`src/rtl/sqdist_pkg.sv`:
```
// Shared types and bit-level helpers for the serial squared-distance block.
// Assumes nothing beyond single-bit operands.
package sqdist_pkg;

    // Controller phase: idle, serial capture of the difference, serial multiply/sum.
    typedef enum logic [1:0] {
        PH_IDLE = 2'd0,
        PH_CAP  = 2'd1,
        PH_MUL  = 2'd2
    } phase_t;

    // Sum output of a one-bit full adder.
    function automatic logic fa_sum(input logic a, input logic b, input logic c);
        return a ^ b ^ c;
    endfunction

    // Carry output of a one-bit full adder (majority).
    function automatic logic fa_carry(input logic a, input logic b, input logic c);
        return (a & b) | (a & c) | (b & c);
    endfunction

endpackage

```
`src/rtl/sqdist_ctrl.sv`:
```
// Central sequencer. It accepts start when idle or in the final output cycle.
// It then runs DW capture cycles and SW+LG multiply/sum cycles. It produces
// the lane enables, the square/scale mask signals and the output valid/last
// flags, including the suppression of the DROP_LSB lowest result digits.
// Assumes SW+LG > DW and that all lanes and trees follow it in lockstep.
module sqdist_ctrl
    import sqdist_pkg::*;
#(
    parameter int W        = 8,
    parameter int DW       = 9,
    parameter int SW       = 24,
    parameter int LG       = 2,
    parameter int DROP_LSB = 2
) (
    input  logic clk,
    input  logic rst_n,
    input  logic start,
    output logic accept,
    output logic busy,
    output logic cap_en,
    output logic cap_ext,
    output logic cap_last,
    output logic mul_en,
    output logic sq_mask,
    output logic sc_mask,
    output logic out_valid,
    output logic out_last
);
    localparam int MUL_LEN = SW + LG;
    localparam int CW      = $clog2(MUL_LEN + 1);
    localparam logic [CW-1:0] C_CAP_END = CW'(DW - 1);
    localparam logic [CW-1:0] C_EXT     = CW'(W);
    localparam logic [CW-1:0] C_SQ      = CW'(DW);
    localparam logic [CW-1:0] C_SC      = CW'(2 * DW);
    localparam logic [CW-1:0] C_OUT0    = CW'(LG + DROP_LSB);
    localparam logic [CW-1:0] C_MUL_END = CW'(MUL_LEN - 1);

    phase_t        ph_q;
    logic [CW-1:0] cnt_q;
    logic          fin;

    // Final cycle of the multiply/sum phase.
    assign fin    = (ph_q == PH_MUL) && (cnt_q == C_MUL_END);
    // Start is taken only when idle or in the final output cycle.
    assign accept = start && ((ph_q == PH_IDLE) || fin);

    // Phase and cycle counter sequencing.
    always_ff @(posedge clk) begin
        if (!rst_n) begin
            ph_q  <= PH_IDLE;
            cnt_q <= '0;
        end else if (accept) begin
            ph_q  <= PH_CAP;
            cnt_q <= '0;
        end else begin
            case (ph_q)
                PH_CAP: begin
                    if (cnt_q == C_CAP_END) begin
                        ph_q  <= PH_MUL;
                        cnt_q <= '0;
                    end else begin
                        cnt_q <= cnt_q + 1'b1;
                    end
                end
                PH_MUL: begin
                    if (fin) begin
                        ph_q  <= PH_IDLE;
                        cnt_q <= '0;
                    end else begin
                        cnt_q <= cnt_q + 1'b1;
                    end
                end
                default: begin
                    ph_q  <= PH_IDLE;
                    cnt_q <= '0;
                end
            endcase
        end
    end

    // Decode lane strobes, masks and output flags from the phase and count.
    always_comb begin
        busy      = (ph_q != PH_IDLE);
        cap_en    = (ph_q == PH_CAP);
        cap_ext   = cap_en && (cnt_q >= C_EXT);
        cap_last  = cap_en && (cnt_q == C_CAP_END);
        mul_en    = (ph_q == PH_MUL);
        sq_mask   = mul_en && (cnt_q < C_SQ);
        sc_mask   = mul_en && (cnt_q < C_SC);
        out_valid = mul_en && (cnt_q >= C_OUT0);
        out_last  = fin;
    end

endmodule

```
`src/rtl/sqdist_lane.sv`:
```
// One feature lane. In capture it adds the serial feature bits (sign-extended
// to DW bits) to the rotating negated centre with a one-bit adder and carry
// flip-flop. It collects the difference and latches its magnitude once the
// sign bit is known. In the multiply phase it squares the magnitude serially
// and scales the square bits by k, both LSB first with one product bit per
// cycle. Assumes k is stable for the whole evaluation.
module sqdist_lane
    import sqdist_pkg::*;
#(
    parameter int W  = 8,
    parameter int DW = 9,
    parameter int KW = 4
) (
    input  logic          clk,
    input  logic          rst_n,
    input  logic          load,
    input  logic [W-1:0]  mu,
    input  logic [KW-1:0] k,
    input  logic          x_bit,
    input  logic          clr,
    input  logic          cap_en,
    input  logic          cap_ext,
    input  logic          cap_last,
    input  logic          mul_en,
    input  logic          sq_mask,
    input  logic          sc_mask,
    output logic          prod_bit
);
    logic [DW-1:0] nm_q;
    logic          cy_q;
    logic [DW-1:0] d_q;
    logic          xh_q;
    logic [DW-1:0] mag_q;
    logic [DW-1:0] ms_q;
    logic [DW-1:0] asq_q;
    logic [KW-1:0] asc_q;

    logic          xb;
    logic          s_bit;
    logic          c_bit;
    logic [DW-1:0] d_nx;
    logic [DW-1:0] mag_nx;
    logic          sq_in;
    logic [DW:0]   tsq;
    logic          sc_in;
    logic [KW:0]   tsc;

    // Serial difference bit, completed difference and its magnitude.
    always_comb begin
        xb     = cap_ext ? xh_q : x_bit;
        s_bit  = fa_sum(xb, nm_q[0], cy_q);
        c_bit  = fa_carry(xb, nm_q[0], cy_q);
        d_nx   = {s_bit, d_q[DW-1:1]};
        mag_nx = d_nx[DW-1] ? (~d_nx + DW'(1)) : d_nx;
    end

    // Serial-by-parallel square and scale steps for the current cycle.
    always_comb begin
        sq_in    = ms_q[0] & sq_mask;
        tsq      = {1'b0, asq_q} + (sq_in ? {1'b0, mag_q} : '0);
        sc_in    = tsq[0] & sc_mask;
        tsc      = {1'b0, asc_q} + (sc_in ? {1'b0, k} : '0);
        prod_bit = mul_en & tsc[0];
    end

    // Centre storage, serial subtraction carry and difference collection.
    always_ff @(posedge clk) begin
        if (!rst_n) begin
            nm_q <= '0;
            cy_q <= 1'b0;
            d_q  <= '0;
            xh_q <= 1'b0;
        end else if (load) begin
            nm_q <= ~{mu[W-1], mu} + DW'(1);
        end else if (clr) begin
            cy_q <= 1'b0;
        end else if (cap_en) begin
            cy_q <= c_bit;
            nm_q <= {nm_q[0], nm_q[DW-1:1]};
            d_q  <= d_nx;
            xh_q <= xb;
        end
    end

    // Magnitude latch and multiplier accumulators.
    always_ff @(posedge clk) begin
        if (!rst_n) begin
            mag_q <= '0;
            ms_q  <= '0;
            asq_q <= '0;
            asc_q <= '0;
        end else if (cap_last) begin
            mag_q <= mag_nx;
            ms_q  <= mag_nx;
            asq_q <= '0;
            asc_q <= '0;
        end else if (mul_en) begin
            ms_q  <= ms_q >> 1;
            asq_q <= tsq[DW:1];
            asc_q <= tsc[KW:1];
        end
    end

endmodule

```
`src/rtl/sqdist_tree.sv`:
```
// Binary tree of serial adders over N lane streams, padded with zero leaves
// to a power of two. Every node is a full adder with a carry flip-flop and a
// registered sum, so the root lags the leaves by LG cycles. Carries and sums
// clear on clr. Assumes LG = clog2(N).
module sqdist_tree
    import sqdist_pkg::*;
#(
    parameter int N  = 4,
    parameter int LG = 2
) (
    input  logic         clk,
    input  logic         rst_n,
    input  logic         clr,
    input  logic         en,
    input  logic [N-1:0] leaf,
    output logic         root
);
    localparam int LEAVES = 1 << LG;

    logic [2*LEAVES-1:1] nb;

    genvar gi;
    generate
        for (gi = 0; gi < LEAVES; gi++) begin : g_leaf
            if (gi < N) begin : g_real
                assign nb[LEAVES+gi] = leaf[gi];
            end else begin : g_pad
                assign nb[LEAVES+gi] = 1'b0;
            end
        end
        for (gi = 1; gi < LEAVES; gi++) begin : g_node
            logic q_q;
            logic c_q;
            // One registered serial adder node.
            always_ff @(posedge clk) begin
                if (!rst_n || clr) begin
                    q_q <= 1'b0;
                    c_q <= 1'b0;
                end else if (en) begin
                    q_q <= fa_sum(nb[2*gi], nb[2*gi+1], c_q);
                    c_q <= fa_carry(nb[2*gi], nb[2*gi+1], c_q);
                end
            end
            assign nb[gi] = q_q;
        end
    endgenerate

    assign root = nb[1];

endmodule

```
`src/rtl/sqdist_serial.sv`:
```
// Top of the bit-serial weighted squared-distance accumulator. N_PROTO
// prototypes share the serial feature wires and one controller. Each has
// N_LANES lanes and an adder tree, and emits its result LSB first with the
// DROP_LSB lowest digits removed. Assumes the centres are loaded while idle
// and the weights are held stable during an evaluation.
module sqdist_serial
    import sqdist_pkg::*;
#(
    parameter int N_LANES  = 4,
    parameter int N_PROTO  = 2,
    parameter int W        = 8,
    parameter int KW       = 4,
    parameter int DROP_LSB = 2
) (
    input  logic                          clk,
    input  logic                          rst_n,
    input  logic                          start,
    input  logic [N_LANES-1:0]            x_bit,
    input  logic                          cfg_load,
    input  logic [N_PROTO*N_LANES*W-1:0]  cfg_mu,
    input  logic [N_PROTO*N_LANES*KW-1:0] cfg_k,
    output logic [N_PROTO-1:0]            dist_bit,
    output logic                          dist_valid,
    output logic                          dist_last
);
    localparam int DW = W + 1;
    localparam int LG = $clog2(N_LANES);
    localparam int PW = 2 * DW + KW;
    localparam int SW = PW + LG;
    localparam int OW = SW - DROP_LSB;

    logic start_ok, busy, cap_en, cap_ext, cap_last;
    logic mul_en, sq_mask, sc_mask, out_valid, out_last;
    logic load_ok;
    logic [N_PROTO-1:0] root;

    sqdist_ctrl #(
        .W(W), .DW(DW), .SW(SW), .LG(LG), .DROP_LSB(DROP_LSB)
    ) u_ctrl (
        .clk(clk), .rst_n(rst_n), .start(start),
        .accept(start_ok), .busy(busy),
        .cap_en(cap_en), .cap_ext(cap_ext), .cap_last(cap_last),
        .mul_en(mul_en), .sq_mask(sq_mask), .sc_mask(sc_mask),
        .out_valid(out_valid), .out_last(out_last)
    );

    assign load_ok = cfg_load & ~busy;

    genvar gp, gn;
    generate
        for (gp = 0; gp < N_PROTO; gp++) begin : g_proto
            logic [N_LANES-1:0] prod;
            for (gn = 0; gn < N_LANES; gn++) begin : g_lane
                sqdist_lane #(.W(W), .DW(DW), .KW(KW)) u_lane (
                    .clk(clk), .rst_n(rst_n), .load(load_ok),
                    .mu(cfg_mu[(gp*N_LANES+gn)*W +: W]),
                    .k(cfg_k[(gp*N_LANES+gn)*KW +: KW]),
                    .x_bit(x_bit[gn]), .clr(start_ok),
                    .cap_en(cap_en), .cap_ext(cap_ext), .cap_last(cap_last),
                    .mul_en(mul_en), .sq_mask(sq_mask), .sc_mask(sc_mask),
                    .prod_bit(prod[gn])
                );
            end
            sqdist_tree #(.N(N_LANES), .LG(LG)) u_tree (
                .clk(clk), .rst_n(rst_n), .clr(start_ok), .en(mul_en),
                .leaf(prod), .root(root[gp])
            );
        end
    endgenerate

    // Output gating: result bits only during the valid window.
    always_comb begin
        dist_bit   = root & {N_PROTO{out_valid}};
        dist_valid = out_valid;
        dist_last  = out_last;
    end

endmodule

```
`config.mk`:
```
export PLATFORM = sky130hd
export DESIGN_NAME = sqdist_serial
export DESIGN_NICKNAME = d
export VERILOG_FILES = /design/src/rtl/sqdist_pkg.sv /design/src/rtl/sqdist_ctrl.sv /design/src/rtl/sqdist_lane.sv /design/src/rtl/sqdist_tree.sv /design/src/rtl/sqdist_serial.sv
export SDC_FILE = /design/constraint.sdc
export NUM_CORES = 1
export LEC_CHECK = 0
export BUFFER_PORTS_ARGS = -buffer_cell sky130_fd_sc_hd__buf_2
export CAP_MARGIN = 20
export CORE_ASPECT_RATIO = 0.9
export CORE_MARGIN = 1.5
export CORE_UTILIZATION = 35
export CTS_CLUSTER_SIZE = 25
export DETAILED_ROUTE_END_ITERATION = 8
export PLACE_DENSITY = 0.6
export SLEW_MARGIN = 25
export SYNTH_ARGS = -nofsm -noshare
export SYNTH_HDL_FRONTEND = slang
export SYNTH_SLANG_ARGS = --single-unit
```
`constraint.sdc`:
```
create_clock -name clk -period 4.2 [get_ports clk]
set_input_delay 0.21 -clock clk [delete_from_list [all_inputs] [get_ports clk]]
set_output_delay 0.21 -clock clk [all_outputs]
set_load 0.05 [all_outputs]
```
## Word-level counts from Yosys, hierarchy flattened

Index checks and enable logic that the tools add are counted.

| word-level totals | value |
|---|---|
| bits in registers | 427 |
| input port bits | 104 |
| output and inout bits | 4 |
| word-level logic and storage cells | 386 |

| operators by class | value |
|---|---|
| $add $sub $neg | 33 |
| order comparisons | 4 |
| equality and inequality tests | 9 |
| muxes and demuxes | 95 |
| bitwise operators | 144 |
| reduce and logical (&&, ||, !) cells | 22 |

Operators with widths:

| cell | count |
|---|---|
| two-way mux 9 bit | 56 |
| adder 9 x 1 -> 9 bit (second input constant) | 16 |
| NOT 9 bit | 16 |
| adder 9 x 10 -> 10 bit | 8 |
| AND 1 bit | 67 |
| adder 4 x 5 -> 5 bit | 8 |
| two-way mux 4 bit | 8 |
| bitwise OR 1 bit | 28 |
| bitwise XOR 1 bit | 28 |
| two-way mux 1 bit | 25 |
| two-way mux 5 bit | 2 |
| case mux 5 bit (2 select lines) | 1 |
| AND reduction 2 bit | 4 |
| nonzero test 2 bit | 4 |
| logical AND 1 bit | 7 |
| adder 5 x 1 -> 5 bit (second input constant) | 1 |
| == test 5 x 4 -> 1 bit (second input constant) | 1 |
| == test 5 bit (second input constant) | 1 |
| >= comparator 5 x 3 -> 1 bit (second input constant) | 1 |
| >= comparator 5 x 4 -> 1 bit (second input constant) | 1 |
| less-than comparator 5 x 4 -> 1 bit (second input constant) | 1 |
| less-than comparator 5 bit (second input constant) | 1 |
| two-way mux 2 bit | 2 |
| inequality test 2 bit (second input constant) | 2 |
| other kinds (13) | 18 |

## Logic depth before layout (Yosys ltp)

| depth | value |
|---|---|
| depth in word-level cells | 12 |
| depth in mapped cells | 15 |
| depth with buffers taken out | 14 |

## By module

A second synthesis with hierarchy kept.

| second synthesis, totals | value |
|---|---|
| cells, all modules | 2699 |
| area, all modules | 23577.6 um^2 |

By module, submodules not included:

| module | times used | cells each | area each (um^2) | seq. area each (um^2) |
|---|---|---|---|---|
| sqdist_lane at g_proto[0].g_lane[0].u_lane ... | 6 | 326 | 2807.7 | 1001.0 |
| sqdist_lane at g_proto[1].g_lane[3].u_lane | 1 | 310 | 2815.2 | 1001.0 |
| sqdist_lane at g_proto[0].g_lane[3].u_lane | 1 | 325 | 2803.9 | 1001.0 |
| sqdist_tree | 2 | 23 | 280.3 | 120.1 |
| sqdist_ctrl | 1 | 59 | 525.5 | 140.1 |
| sqdist_serial | 1 | 3 | 26.3 | 0.0 |

## Least setup slack after synthesis

OpenSTA, ideal clock, no wires.

| path | value |
|---|---|
| path type | flip-flop to flip-flop |
| start | register u_ctrl.cnt_q[2] |
| end | register g_proto[1].u_tree.g_node[2].q_q |
| setup time | 0.128 ns |
| data arrival time | 2.972 ns |
| data required time | 4.072 ns |
| slack | 1.100 ns |
| stages on the path, launching flop included | 13 |
| buffers on the path | 2 |
| period minus slack after synthesis | 3.100 ns |
| cell sequence | dfxtp_1 -> or3_1 -> buf_6 -> a211oi_4 -> clkbuf_2 -> and3_1 -> ha_1 -> and3_1 -> ha_1 -> and2_1 -> fa_1 -> mux2i_1 -> nor2_1 |

| between the ends | value |
|---|---|
| word-level cells in the longest chain between the ends | 11 |
| elaborated cells between the ends (all ways) | 25 |
| classes of those cells | 4 x add/sub; 2 x order compare; 1 x eq/ne; 4 x mux; 8 x bitwise; 6 x reduce/logical |

Ends and longest elaborated chain:

| element | line | source |
|---|---|---|
| start, declared | sqdist_ctrl.sv:39 | `logic [CW-1:0] cnt_q;` |
| start signal, assigned | sqdist_ctrl.sv:62 | `cnt_q <= cnt_q + 1'b1;` |
| start signal, assigned | sqdist_ctrl.sv:70 | `cnt_q <= cnt_q + 1'b1;` |
| less-than comparator 5 x 4 -> 1 bit | sqdist_ctrl.sv:88 | `sq_mask = mul_en && (cnt_q < C_SQ);` |
| logical AND 1 bit | sqdist_ctrl.sv:88 |  |
| AND 1 bit | sqdist_lane.sv:59 | `sq_in = ms_q[0] & sq_mask;` |
| two-way mux 9 bit | sqdist_lane.sv:60 | `tsq = {1'b0, asq_q} + (sq_in ? {1'b0, mag_q} : '0);` |
| adder 9 x 10 -> 10 bit | sqdist_lane.sv:60 |  |
| AND 1 bit | sqdist_lane.sv:61 | `sc_in = tsq[0] & sc_mask;` |
| two-way mux 4 bit | sqdist_lane.sv:62 | `tsc = {1'b0, asc_q} + (sc_in ? {1'b0, k} : '0);` |
| adder 4 x 5 -> 5 bit | sqdist_lane.sv:62 |  |
| AND 1 bit | sqdist_lane.sv:63 | `prod_bit = mul_en & tsc[0];` |
| bitwise XOR 1 bit (2 in a row) | sqdist_pkg.sv:14 | `return a ^ b ^ c;` |
| end signal, assigned | sqdist_tree.sv:40 | `q_q <= fa_sum(nb[2*gi], nb[2*gi+1], c_q);` |
| end, declared | sqdist_tree.sv:32 | `logic q_q;` |

Several ways; a longest one is shown, not always the timed one.
A chain may end at the register's enable or synchronous reset.

## Worst setup path after layout

Ends and elaborated chain as after synthesis.

==> summary.md <==
| Metric | Value |
|---|---|
| Slew Limit Fails | 0 |
| Max-cap violation count | 0 |
| Most frequent cells in the layout | 419 x dfxtp_1, 308 x nor2_1, 226 x mux2i_1 |
| DR WL/cell | 14.9 um |
| Ports | 108 |
| Fin Clk Skew | 14.1 ps |
| Most common cell after layout, fill and taps aside | dfxtp_1 |
| Share of cells above drive strength 1 | 0.0935 |
| Max VDD drop | 263 uV |
| Reg power frac | 0.473 |
| Total power | 8.65 mW |
| Synthesized area per cell | 8.68 um2 |
| Netlist Area Pre-Place | 0.0228 mm2 |
| Crit Path Max Fanout | 72 |
| Seq/Total Area, Yosys | 0.368 |
| Initial Util | 0.355 |
| Rel. slew slack | 0.305 |
| Vias in the first global route | 17572 |
| Worst EP arrival | 3960 ps |
| Die X-Extent | 272 um |
| Crit path kind | flop to flop |
| Ys async rst share | 0 |
| Cell Rows | 88 |
| Cell-internal power | 6.55 mW |
| Post-DP HPWL | 36700 um |
| Net Sw Frac | 0.243 |
| Cts repair resizes | 0 |
| Syn. warnings | 0 |
| Clock network latency to the later pin of the worst-skew pair | 570 ps |
| CTS tree | done |
| Startpoint Class | flop |
| Fin crit share | 0.837 |
| P_leak | 11.2 nW |
| Syn Nets | 2886 |
| Core box area | 0.0643 mm2 |
| Synth unique cells | 63 |
| Gpl congestion | 0.829 |
| DR vias | 18348 |
| Clock root buffer | clkbuf_16 |
| Setup Viol. Count Final | 0 |
| Combinational power share | 0.066 |
| GR Overflow Total | 0 |
| First-pass GRT wire length | 88300 um |
| Clock power frac | 0.461 |
| WL final | 53100 um |
| Setup TNS | 0 ps |
| DRC | 0 |
| Antenna-violating nets left | 0 |
| Status | complete, no violations |
| GRT Util Overall | 0.158 |
| RSZ-0062 raised after global routing | false |
| Least-Margin Pin Slew | 1040 ps |
| Layout net count | 2930 |
| CTS Hold Bufs | 26 |
| Max Clock Freq | 284 MHz |
| Count of input and output buffers | 107 |
| Final Hold Fails | 0 |
| Largest net degree at the start of global routing | 117 |
| Vias per cell | 5.15 |
| Die H | 245 um |
| Synth-to-layout area growth | 12.7% |
| Die area | 0.0667 mm2 |
| CTS buffer count | 47 |
| Fillers | 6430 |
| Seq cells post-synth | 419 |
| Req. time, crit path | 4640 ps |
| Longest Clk Path Bufs | 3 |
| Sw Pwr | 2.10 mW |
| Postcts setup bufs | 0 |
| # H-tree levels | 2 |
| Clock-pin transition on the worst setup and hold timing paths | 60 ps |
| First-pass iteration count of the detailed router | 5 |
| Ys flop type | dfxtp_1 |
| Initial antenna violation count | 4 |
| Hold Crit Class | input port to flop |
| Power per cell area | 337 mW/mm2 |
| Post-synth EDFFs | 0 |
| Crit end category | flop |
| # clock sinks | 419 |
| Min Tclk post-route | 3520 ps |
| Syn Inst Count | 2626 |
| Initial DRC count | 1226 |
==> synthesized netlist by cell type, types with 69 or more instances <==
| library cell | instances | area share |
|---|---|---|
| ha_1 | 126 | 0.069 |
| inv_1 | 78 | 0.013 |
| nor2_1 | 308 | 0.051 |
| o21ai_0 | 174 | 0.038 |
| mux2i_1 | 226 | 0.099 |
| nand2_1 | 158 | 0.026 |
| clkbuf_1 | 86 | 0.014 |
| xnor2_1 | 69 | 0.027 |
| and3_1 | 124 | 0.034 |
| a21oi_1 | 205 | 0.045 |
| nor3_1 | 75 | 0.016 |
| dfxtp_1 | 419 | 0.37 |
==> layout make-up <==
type,instances,area (um2),area share
inverter,78,294,0.0114
sequential,419,8390,0.326
timing repair buffer,157,1060,0.0413
multi-input combinational,1967,13400,0.521
tap,855,1070,0.0416
clock buffer,64,1350,0.0526
antenna,1,2.50,0.0000974
clock inverter,20,141,0.00550
==> power by group through the flow <==
stage	Sequential (mW)	Combinational, mW	Clock, mW
floorplan	4.17	0.379	0
global placement	4.18	0.540	0
detailed placement	4.18	0.553	0
CTS	4.10	0.573	4.13
global route	4.10	0.635	4.29
finish	4.10	0.570	3.99
==> registers in the layout, summed over array words and instances, names as in the netlist <==
name / count
g_proto.g_lane.u_lane.asc_q: 32
g_proto.g_lane.u_lane.asq_q: 72
g_proto.g_lane.u_lane.cy_q: 8
g_proto.g_lane.u_lane.d_q: 64
g_proto.g_lane.u_lane.mag_q: 72
g_proto.g_lane.u_lane.ms_q: 72
g_proto.g_lane.u_lane.nm_q: 72
g_proto.g_lane.u_lane.xh_q: 8
g_proto.u_tree.g_node.c_q: 6
g_proto.u_tree.g_node.q_q: 4
g_proto.u_tree.root: 2
u_ctrl.cnt_q: 5
u_ctrl.ph_q: 2
==> critical path, cell delays in order, from the launching register on <==
cell and delay (ps):
dfxtp_1 370, or3_1 530, a211oi_4 340, buf_12 280
and3_1 210, ha_1 290, and3_1 200, ha_1 260
and2_1 170, fa_1 460, mux2i_1 160, nor2_1 50
==> stage by stage <==
stage / setup slack (ps) / util / instances / area, um2 / hold slack [ps]
final: 683 / 0.400 / 3561 / 25700 / 41.3
after global routing: 449 / 0.400 / 3560 / 25700 / 43.1
after CTS: 670 / 0.399 / 3559 / 25700 / 0.960
after detailed placement: 675 / 0.372 / 3449 / 23900 / 432
after global placement: 749 / 0.372 / 3449 / 23900 / 429
after floorplan: 1100 / - / 2626 / 22800 / 381
==> final timing paths <==
path	start	endpoint	slack [ps]	cells past startpoint
max	u_ctrl.cnt_q[2]	g_proto[1].u_tree.g_node[2].q_q	680	11
min	cfg_mu[61]	g_proto[1].g_lane[3].u_lane.nm_q[5]	40	4
max reg2reg	u_ctrl.cnt_q[2]	g_proto[1].u_tree.g_node[2].q_q	680	11
min reg2reg	g_proto[1].g_lane[3].u_lane.mag_q[8]	g_proto[1].g_lane[3].u_lane.mag_q[8]	440	1
==> logic make-up after synthesis <==
group,share of synthesized area
and+or+nand+nor,0.177
AOI/OAI and AO/OA,0.158
DFF,0.368
muxes,0.111
buffers and inverters,0.0466
adders and majority gates,0.0955
xor gates and xnor gates,0.0438
==> metal layers <==
layer	track usage	vias to the layer above	part of all wire
li1	-	9379	-
met4	0.0453	8	0.022
met3	0.0257	76	0.045
met1	0.226	8541	0.52
met5	0	-	0.00098
met2	0.242	344	0.41
Power figures use the tool's default switching activity.
